--- config.mk ---
export PLATFORM = sky130hd
export DESIGN_NAME = llsc_monitor
export DESIGN_NICKNAME = d
export VERILOG_FILES = /design/src/rtl/llsc_pkg.sv /design/src/rtl/llsc_fail_phase.sv /design/src/rtl/llsc_ctx_slot.sv /design/src/rtl/llsc_monitor.sv
export SDC_FILE = /design/constraint.sdc
export NUM_CORES = 1
export LEC_CHECK = 0
export ABC_AREA = 1
export ABC_CLOCK_PERIOD_IN_PS = 2350
export BUFFER_PORTS_ARGS = -buffer_cell sky130_fd_sc_hd__buf_4
export CORE_ASPECT_RATIO = 0.75
export CORE_MARGIN = 3
export CORE_UTILIZATION = 50
export DETAILED_ROUTE_END_ITERATION = 16
export PLACE_DENSITY = 0.67
export SYNTH_ARGS = -nofsm -noshare
export SYNTH_HDL_FRONTEND = slang
export SYNTH_SLANG_ARGS = --single-unit
--- constraint.sdc ---
create_clock -name clk_i -period 2.35 [get_ports clk_i]
set_input_delay 0.47 -clock clk_i [delete_from_list [all_inputs] [get_ports clk_i]]
set_output_delay 0.47 -clock clk_i [all_outputs]
set_load 0.02 [all_outputs]
--- src/rtl/llsc_pkg.sv ---
package llsc_pkg;
  typedef enum logic [1:0] {
    SC_FAIL     = 2'd0,
    SC_OK       = 2'd1,
    SC_UNCACHED = 2'd2
  } sc_code_e;
endpackage

--- src/rtl/llsc_fail_phase.sv ---
module llsc_fail_phase #(
  parameter int WARN_PERIOD = 100000
) (
  input  logic clk_i,
  input  logic rst_ni,
  input  logic fail_i,
  input  logic restart_i,
  output logic warn_o
);
  localparam int PH_W = (WARN_PERIOD > 1) ? $clog2(WARN_PERIOD) : 1;
  localparam logic [PH_W-1:0] LAST = PH_W'(WARN_PERIOD - 1);

  logic [PH_W-1:0] phase_q;

  // phase = consecutive failures modulo the period
  always_ff @(posedge clk_i or negedge rst_ni) begin
    if (!rst_ni)        phase_q <= '0;
    else if (restart_i) phase_q <= '0;
    else if (fail_i)    phase_q <= (phase_q == LAST) ? '0 : phase_q + 1'b1;
  end

  assign warn_o = fail_i && (phase_q == LAST);

  a_r8_phase_wrap: assert property (@(posedge clk_i) disable iff (!rst_ni)
    (warn_o && !restart_i) |=> (phase_q == '0));
endmodule

--- src/rtl/llsc_ctx_slot.sv ---
module llsc_ctx_slot #(
  parameter int ADDR_W      = 32,
  parameter int GRAN_BITS   = 4,
  parameter int WARN_PERIOD = 100000
) (
  input  logic                      clk_i,
  input  logic                      rst_ni,
  input  logic                      set_i,
  input  logic                      snoop_i,
  input  logic [ADDR_W-GRAN_BITS-1:0] gran_i,
  input  logic                      fail_i,
  input  logic                      restart_i,
  output logic                      flag_o,
  output logic                      hit_o,
  output logic                      warn_o
);
  logic [ADDR_W-GRAN_BITS-1:0] gran_q;
  logic                        flag_q;

  assign hit_o  = (gran_q == gran_i);
  assign flag_o = flag_q;

  always_ff @(posedge clk_i or negedge rst_ni) begin
    if (!rst_ni) begin
      gran_q <= '0;
      flag_q <= 1'b0;
    end else if (set_i) begin
      gran_q <= gran_i;
      flag_q <= 1'b1;
    end else if (fail_i || (snoop_i && hit_o)) begin
      flag_q <= 1'b0;
    end
  end

  llsc_fail_phase #(.WARN_PERIOD(WARN_PERIOD)) u_phase (
    .clk_i    (clk_i),
    .rst_ni   (rst_ni),
    .fail_i   (fail_i),
    .restart_i(restart_i),
    .warn_o   (warn_o)
  );

  a_r2_set_flag: assert property (@(posedge clk_i) disable iff (!rst_ni)
    set_i |=> flag_o);
  a_r6_snoop_clear: assert property (@(posedge clk_i) disable iff (!rst_ni)
    (snoop_i && hit_o && !set_i) |=> !flag_o);
  a_r4_fail_clear: assert property (@(posedge clk_i) disable iff (!rst_ni)
    (fail_i && !set_i) |=> !flag_o);
endmodule

--- src/rtl/llsc_monitor.sv ---
module llsc_monitor
  import llsc_pkg::*;
#(
  parameter int NUM_CTX     = 4,
  parameter int ADDR_W      = 32,
  parameter int GRAN_BITS   = 4,
  parameter int WARN_PERIOD = 100000,
  localparam int CTX_W      = (NUM_CTX > 1) ? $clog2(NUM_CTX) : 1
) (
  input  logic              clk_i,
  input  logic              rst_ni,
  input  logic              req_valid_i,
  input  logic [CTX_W-1:0]  req_ctx_i,
  input  logic [ADDR_W-1:0] req_addr_i,
  input  logic              req_write_i,
  input  logic              req_locked_i,
  input  logic              req_uncached_i,
  output logic              sc_valid_o,
  output logic [1:0]        sc_result_o,
  output logic              wr_permit_o,
  output logic              warn_o,
  output logic [CTX_W-1:0]  warn_ctx_o
);
  localparam int GW = ADDR_W - GRAN_BITS;

  logic [NUM_CTX-1:0] flag_vec, hit_vec, warn_vec;
  logic [GW-1:0]      gran;
  logic               unused_low;
  logic               rd_lock, wr, sc, sc_unc, sc_cache, sel_ok, sc_fail, sc_pass, permit;
  sc_code_e           code;

  assign gran       = req_addr_i[ADDR_W-1:GRAN_BITS];
  assign unused_low = ^req_addr_i[GRAN_BITS-1:0];

  assign rd_lock  = req_valid_i && !req_write_i && req_locked_i;
  assign wr       = req_valid_i && req_write_i;
  assign sc       = wr && req_locked_i;
  assign sc_unc   = sc && req_uncached_i;
  assign sc_cache = sc && !req_uncached_i;
  assign sel_ok   = flag_vec[req_ctx_i] && hit_vec[req_ctx_i];
  assign sc_fail  = sc_cache && !sel_ok;
  assign sc_pass  = sc_unc || (sc_cache && sel_ok);
  assign permit   = wr && !sc_fail;

  always_comb begin
    if (sc_unc)                  code = SC_UNCACHED;
    else if (flag_vec[req_ctx_i]) code = SC_OK;
    else                         code = SC_FAIL;
  end

  for (genvar i = 0; i < NUM_CTX; i++) begin : g_ctx
    logic is_me;
    assign is_me = (req_ctx_i == CTX_W'(i));
    llsc_ctx_slot #(
      .ADDR_W(ADDR_W), .GRAN_BITS(GRAN_BITS), .WARN_PERIOD(WARN_PERIOD)
    ) u_slot (
      .clk_i    (clk_i),
      .rst_ni   (rst_ni),
      .set_i    (rd_lock && is_me),
      .snoop_i  (permit),
      .gran_i   (gran),
      .fail_i   (sc_fail && is_me),
      .restart_i(sc_pass && is_me),
      .flag_o   (flag_vec[i]),
      .hit_o    (hit_vec[i]),
      .warn_o   (warn_vec[i])
    );
  end

  always_ff @(posedge clk_i or negedge rst_ni) begin
    if (!rst_ni) begin
      sc_valid_o  <= 1'b0;
      sc_result_o <= '0;
      wr_permit_o <= 1'b0;
      warn_o      <= 1'b0;
      warn_ctx_o  <= '0;
    end else begin
      sc_valid_o  <= sc;
      sc_result_o <= sc ? code : SC_FAIL;
      wr_permit_o <= permit;
      warn_o      <= |warn_vec;
      warn_ctx_o  <= req_ctx_i;
    end
  end

  a_r5_uncached_code: assert property (@(posedge clk_i) disable iff (!rst_ni)
    sc_unc |=> (sc_result_o == 2'd2) && wr_permit_o);
  a_r4_fail_blocks: assert property (@(posedge clk_i) disable iff (!rst_ni)
    (sc_cache && !flag_vec[req_ctx_i]) |=> !wr_permit_o && (sc_result_o == 2'd0));
  a_r9_read_quiet: assert property (@(posedge clk_i) disable iff (!rst_ni)
    (!req_valid_i || !req_write_i) |=> !wr_permit_o && !sc_valid_o);
  a_r8_warn_cause: assert property (@(posedge clk_i) disable iff (!rst_ni)
    warn_o |-> $past(sc_cache));
  a_r8_one_warn: assert property (@(posedge clk_i) disable iff (!rst_ni)
    $onehot0(warn_vec));
endmodule

Word-level counts from Yosys, hierarchy flattened
Index checks and enable logic that the tools add are counted.
- latch bits: 0
- bits in read-only memories: 0
- output and inout bits: 7
- bits in writable memories: 0
- bits in registers: 191
- input port bits: 40
- memories kept: 0
- shift operators: 0
- div/mod/pow operators: 0
- order comparisons: 1
- reductions and logical operators: 49
- add/subtract/negate cells: 4
- eq/ne operators: 11
- bitwise logic cells: 0
- mux-type cells: 27
- multiply operators: 0
- operator list (kind ; count):
    $mux W17 ; 12
    $eq A28 B28 Y1 ; 4
    $add A17 B1 Y17 const B ; 4
    $eq A17 B17 Y1 const B ; 4
    $logic_and A1 B1 Y1 ; 30
    $reduce_bool A2 Y1 ; 8
    $mux W1 ; 11
    $logic_or A1 B1 Y1 ; 5
    $bmux W1 S2 ; 2
    $eq A2 B2 Y1 const B ; 2
    $logic_not A1 Y1 ; 4
    $mux W2 ; 2
    $reduce_or A4 Y1 ; 1
    $lt A2 B3 Y1 const B ; 1
    $eq A2 B1 Y1 const B ; 1
    $logic_not A2 Y1 ; 1

Logic depth before layout (Yosys ltp)
- depth after elaboration: 12
- gate-level depth with buffers: 18
- mapped depth without buffers: 17

Hierarchy
A second synthesis with hierarchy kept.
- cells, all modules: 1557
- area total of the unflattened synthesis: 11138.2 sq um
- modules (own cells, without submodules) (module ; times used ; cells each ; area an instance (sq um) ; seq. area each (sq um)):
    llsc_ctx_slot ; 4 ; 199 ; 1492.7 ; 725.7
    llsc_fail_phase (g_ctx[0].u_slot.u_phase ...) ; 3 ; 176 ; 1193.6 ; 425.4
    llsc_fail_phase (g_ctx[3].u_slot.u_phase) ; 1 ; 175 ; 1162.4 ; 425.4
    llsc_monitor ; 1 ; 58 ; 424.2 ; 175.2

Least setup slack after synthesis
Ideal clock, no wire load.
- path kind: in2reg
- start: input req_addr_i[15]
- end: register g_ctx[1].u_slot.flag_q
- stages on the path: 18
- required time: 2.224 ns
- setup time: 0.126 ns
- arrival: 1.770 ns
- path slack: 0.454 ns
- cells stage by stage: buf_2 > inv_2 > nand2_1 > nand2_1 > nand2_1 > nor2_1 > nand2_1 > nor2_1 > nand2_1 > nand2_1 > nand2_1 > nor2_2 > nand2_2 > buf_6 > nand2_2 > nand3_1 > nand3_1 > nand2_1
- word-level cells in the longest chain between the ends: 11
- elaborated cells between the ends (all ways): 15
- RTL lines (item ; line ; RTL):
    start, declared ; llsc_monitor.sv:14 ; input logic [ADDR_W-1:0] req_addr_i,
    $eq A28 B28 Y1 ; llsc_ctx_slot.sv:20 ; assign hit_o = (gran_q == gran_i);
    $bmux W1 S2 ; llsc_monitor.sv:40 ; assign sel_ok = flag_vec[req_ctx_i] && hit_vec[req_ctx_i];
    $mux W1 (not written as such) ; llsc_monitor.sv:40 ;
    $logic_and A1 B1 Y1 ; llsc_monitor.sv:40 ;
    $logic_not A1 Y1 ; llsc_monitor.sv:41 ; assign sc_fail = sc_cache && !sel_ok;
    $logic_and A1 B1 Y1 ; llsc_monitor.sv:41 ;
    $logic_not A1 Y1 ; llsc_monitor.sv:43 ; assign permit = wr && !sc_fail;
    $logic_and A1 B1 Y1 ; llsc_monitor.sv:43 ;
    $logic_and A1 B1 Y1 ; llsc_ctx_slot.sv:30 ; end else if (fail_i || (snoop_i && hit_o)) begin
    $logic_or A1 B1 Y1 * ; llsc_ctx_slot.sv:30 ;
    $reduce_bool A2 Y1 (no source line) * ; n/a ;
    end signal, assigned ; llsc_ctx_slot.sv:26 ; flag_q <= 1'b0;
    end signal, assigned ; llsc_ctx_slot.sv:29 ; flag_q <= 1'b1;
    end signal, assigned ; llsc_ctx_slot.sv:31 ; flag_q <= 1'b0;
    end, declared ; llsc_ctx_slot.sv:18 ; logic flag_q;
Mark *: on every way between the ends. The rest lies on a longest branch, timed or not. The select of a mux whose other input is x is not followed.
A chain may end at the register's enable or synchronous reset.

Worst setup path in the final report
- start: register g_ctx[2].u_slot.gran_q[4]
- end: register g_ctx[2].u_slot.u_phase.phase_q[2]
- word-level cells in the longest chain between the ends: 8
- elaborated cells between the ends (all ways): 12
- RTL lines (item ; line ; RTL):
    start, declared ; llsc_ctx_slot.sv:17 ; logic [ADDR_W-GRAN_BITS-1:0] gran_q;
    start signal, assigned ; llsc_ctx_slot.sv:28 ; gran_q <= gran_i;
    $eq A28 B28 Y1 * ; llsc_ctx_slot.sv:20 ;
    $bmux W1 S2 * ; llsc_monitor.sv:40 ;
    $mux W1 (not written as such) * ; llsc_monitor.sv:40 ;
    $logic_and A1 B1 Y1 * ; llsc_monitor.sv:40 ;
    $logic_and A1 B1 Y1 or $logic_not A1 Y1 (tied branches) ; llsc_monitor.sv:42, llsc_monitor.sv:41 ;
    $logic_or A1 B1 Y1 or $logic_and A1 B1 Y1 (tied branches) ; llsc_monitor.sv:42, llsc_monitor.sv:41 ;
    $logic_and A1 B1 Y1, on equally long branches ; llsc_monitor.sv:63, llsc_monitor.sv:62 ;
    $mux W17 or $reduce_bool A2 Y1 (tied branches) ; n/a ;
    end signal, assigned ; llsc_fail_phase.sv:19 ; else if (fail_i) phase_q <= (phase_q == LAST) ? '0 : phase_q + 1'b1;
    end, declared ; llsc_fail_phase.sv:13 ; logic [PH_W-1:0] phase_q;
Marked as above.

==> out/results.txt <==
The worst setup path is launched from a flip-flop. CTS saw 191 sinks. Headroom to the max-slew limit came out at 62.5%. The run gives 20.7% as the overall global routing resource usage.

After detailed placement, the total cell area comes to 11,000 um^2. The synthesized net count was 1,370. The type of the worst setup path is reg -> reg. Subtracting the final worst setup slack from the clock period gives 2.08 ns.

The congestion estimate from routability-driven global placement came to 0.876. The run gives 1,326 as the instance count of the mapped netlist. The top cell types in the final layout, fill and taps aside, are 417 x sky130_fd_sc_hd__nand2_1, 191 x sky130_fd_sc_hd__dfrtp_1, 148 x sky130_fd_sc_hd__o21ai_0. For the via count, the log shows 8,231. The mean instance size in the synthesized netlist is 7.75 um^2, and the effective utilization at floorplan is 52.0%. The number of antenna violations at the first check in global routing came out at 0.

Setup slack of the worst register-to-register path: 0.27 ns. The number of distinct standard cells referenced by the synthesized netlist came out at 38. The path class of the tightest hold or removal check is in -> async. The detailed router's first-iteration violation count is 643. The setup-violating endpoint count in the final report is 0, and the number of flops mapped to enable cells by yosys is 0. The logs give 0 for the hold violation count in the final report and 0.0126 ns for the largest clock skew in the final design.

STA classifies the critical path endpoint as a flip-flop. Along the worst path, the maximum fanout reaches 7. Among all flip-flop cells after synthesis, the most frequent one is sky130_fd_sc_hd__dfrtp_1.

The final count of pins violating max slew is 0. The die is 130 um tall. The tools report the post-synthesis sequential area ratio as 46.5%.

CTS built an H-tree with a depth of 4. The HPWL after detailed placement is 15,200 um. Max-cap violations in this run came to 0. The number of clock buffers added by TritonCTS is 17.

Using the TritonRoute via totals, the vias-per-cell ratio works out to 5.06. The run gives 480 MHz as the top achievable clock speed. The length of the first detailed-routing pass in iterations was 5. The flow ran to the end, and the final reports show no timing, DRC or antenna violations.

The run gives 2.41 ns as the data arrival at the endpoint of the critical path. In the routed design, unresolved DRC markers number 0. The share of the clock period used by the worst path was 88.6%. The post-layout total power is 8320 uW.

Setup repair after global routing left no endpoint under its margin. In this run, post-CTS hold repair placed 0 buffers. After synthesis the cells add up to 10,300 um^2.

For the number of buffers on the longest clock path, the log shows 2. Wires add up to 21,900 um. For the remaining global-route overflow, the log shows 0. The synthesis-stage register bit count is 191, and the share of flip-flops with an asynchronous set or reset is 100%. Row generation in the floorplan step produced 44 rows.

The first global-routing pass estimated 36,900 um of wire. For the core utilization of the finished layout, the log shows 58.5%. The number of buffer cells added on primary ports is 42, and the worst-case hold slack is 0.0159 ns. The pin count of the biggest net entering global routing was 64.

For the reported leakage power, the log shows 0.00542 uW. Clock latency on the worst-skew pair, taken at its later pin, is 0.44 ns. The power density normalized to cell area is 720 nW/um^2. The tools report the number of global-route vias before repair as 7,500.

The logs give 19,800 um^2 for the area of the core and 22,300 um^2 for the die outline area. At the worst endpoint, the required time is 2.68 ns. Clock-pin slew was measured on the worst setup and hold paths at 0.07 ns. During I/O placement, the number of pins put on the boundary was 47. In the final routed layout, each cell accounts on average for 13.4 um. Total number of nets in the final design: 1,407. The final non-filler cell area is 11,600 um^2, and the number of inserted diodes is 0. The worst-case vdd ir drop was 0.503 mV. Measured along the x axis, the die boundary spans 172 um. The clock root buffer master was sky130_fd_sc_hd__clkbuf_16.

The fraction of layout cells with a size suffix above 1 is 10.8%, and the setup TNS is 0 ns. The detail route stage leaves a number of antenna-violating nets equal to 0. Relative to the synthesized area, the layout overhead comes to 12.6%. Most common cell after layout, fill and taps aside: sky130_fd_sc_hd__nand2_1.

For the pin with the worst max-slew slack, the measured transition is 0.557 ns. The total number of yosys warnings was 0. TritonCTS built the clock tree.
registers in the layout, summed over array words and instances, names as in the netlist:
signal                        flops
sc_valid_o                        1
wr_permit_o                       1
sc_result_o                       2
g_ctx.u_slot.gran_q             112
g_ctx.u_slot.u_phase.phase_q     68
g_ctx.u_slot.flag_o               4
warn_o                            1
warn_ctx_o                        2
final timing paths:
path,end,depth (start not counted),startpoint
min in group clk_i,warn_ctx_o[1],1,req_ctx_i[1]
hold / removal,g_ctx[0].u_slot.gran_q[5],1,rst_ni
hold reg to reg,g_ctx[2].u_slot.u_phase.phase_q[7],2,g_ctx[2].u_slot.u_phase.phase_q[7]
setup / recovery,g_ctx[2].u_slot.u_phase.phase_q[2],14,g_ctx[2].u_slot.gran_q[4]
max in group asynchronous,g_ctx[2].u_slot.flag_o,2,rst_ni
setup reg to reg,g_ctx[2].u_slot.u_phase.phase_q[2],14,g_ctx[2].u_slot.gran_q[4]
per-layer routing:
| layer | up-vias | wire length (um) | GRT usage, % | part of all wire, % |
|---|---|---|---|---|
| met4 | 0 | 287 | 5.82 | 1.3 |
| met3 | 27 | 870 | 3.69 | 4.0 |
| li1 | 4257 | - | - | - |
| met5 | - | 0 | 0 | 0 |
| met2 | 122 | 9260 | 30.2 | 42 |
| met1 | 3825 | 11500 | 31.7 | 52 |
cells by family (layout without fill, tap and decap cells):
kind of cell             Yosys count  after routing  synth area share [%]
XOR/XNOR                         123            123                  10.5
flip-flops                       191            191                  46.5
buffers and inverters            186            235                  7.34
adder cells (fa/ha/maj)            4              4                 0.487
AO/OA/AOI/OAI                    182            182                  9.09
AND/OR/NAND/NOR                  640            640                  26.1
report_power, final:
part	total, uW	switching [uW]	leakage (uW)	internal, uW
registers	4080	326	0.00250	3750
clock network	2860	1290	0.000274	1570
logic	1380	735	0.00265	648
repair_timing:
item | CTS | global route
buffers inserted | 0 | 1
resized for setup | 0 | 2
endpoints found under the setup margin | 0 | 1
worst max-delay path: stages (launching register included):
cell and delay (ns):
sky130_fd_sc_hd__dfrtp_1 0.39, sky130_fd_sc_hd__xor2_1 0.14, sky130_fd_sc_hd__nor2_1 0.11, sky130_fd_sc_hd__nand2_1 0.07, sky130_fd_sc_hd__nor2_1 0.23, sky130_fd_sc_hd__nand2_1 0.11
sky130_fd_sc_hd__nor2_2 0.13, sky130_fd_sc_hd__nor2_1 0.07, sky130_fd_sc_hd__nor2_2 0.11, sky130_fd_sc_hd__nand2_2 0.13, sky130_fd_sc_hd__buf_4 0.19, sky130_fd_sc_hd__nand2_4 0.07
sky130_fd_sc_hd__nand3_2 0.09, sky130_fd_sc_hd__nand3_1 0.08, sky130_fd_sc_hd__nand2_1 0.06
stage by stage:
| step | instances | setup slack, ns |
|---|---|---|
| 3_3_place_gp | 1596 | 0.0485 |
| 3_5_place_dp | 1596 | 0.0258 |
| 4_1_cts | 1627 | 0.173 |
| 2_1_floorplan | 1326 | 0.454 |
| 5_1_grt | 1628 | 0.0111 |
| 6_report | 1628 | 0.268 |
synth_stat cells (22+ instances only):
cell type	number	area share [%]
sky130_fd_sc_hd__buf_2	24	1.2
sky130_fd_sc_hd__clkbuf_1	29	1.1
sky130_fd_sc_hd__dfrtp_1	191	47
sky130_fd_sc_hd__inv_1	114	4.2
sky130_fd_sc_hd__nand2_1	421	15
sky130_fd_sc_hd__nand3_1	39	1.9
sky130_fd_sc_hd__nand4_1	23	1.4
sky130_fd_sc_hd__nor2_1	102	3.7
sky130_fd_sc_hd__nor3_1	22	1.1
sky130_fd_sc_hd__o21ai_0	148	7.2
sky130_fd_sc_hd__xnor2_1	76	6.5
sky130_fd_sc_hd__xor2_1	47	4.0
area by class of cell:
type | count | area [um^2]
Clock buffer | 19 | 433
Inverter | 127 | 477
Sequential cell | 191 | 4780
Tap cell | 253 | 317
Clock inverter | 12 | 134
Multi-Input combinational cell | 949 | 4750
Timing Repair Buffer | 77 | 672
Fill cell | 1805 | 8200
Power figures use the tool's default switching activity.
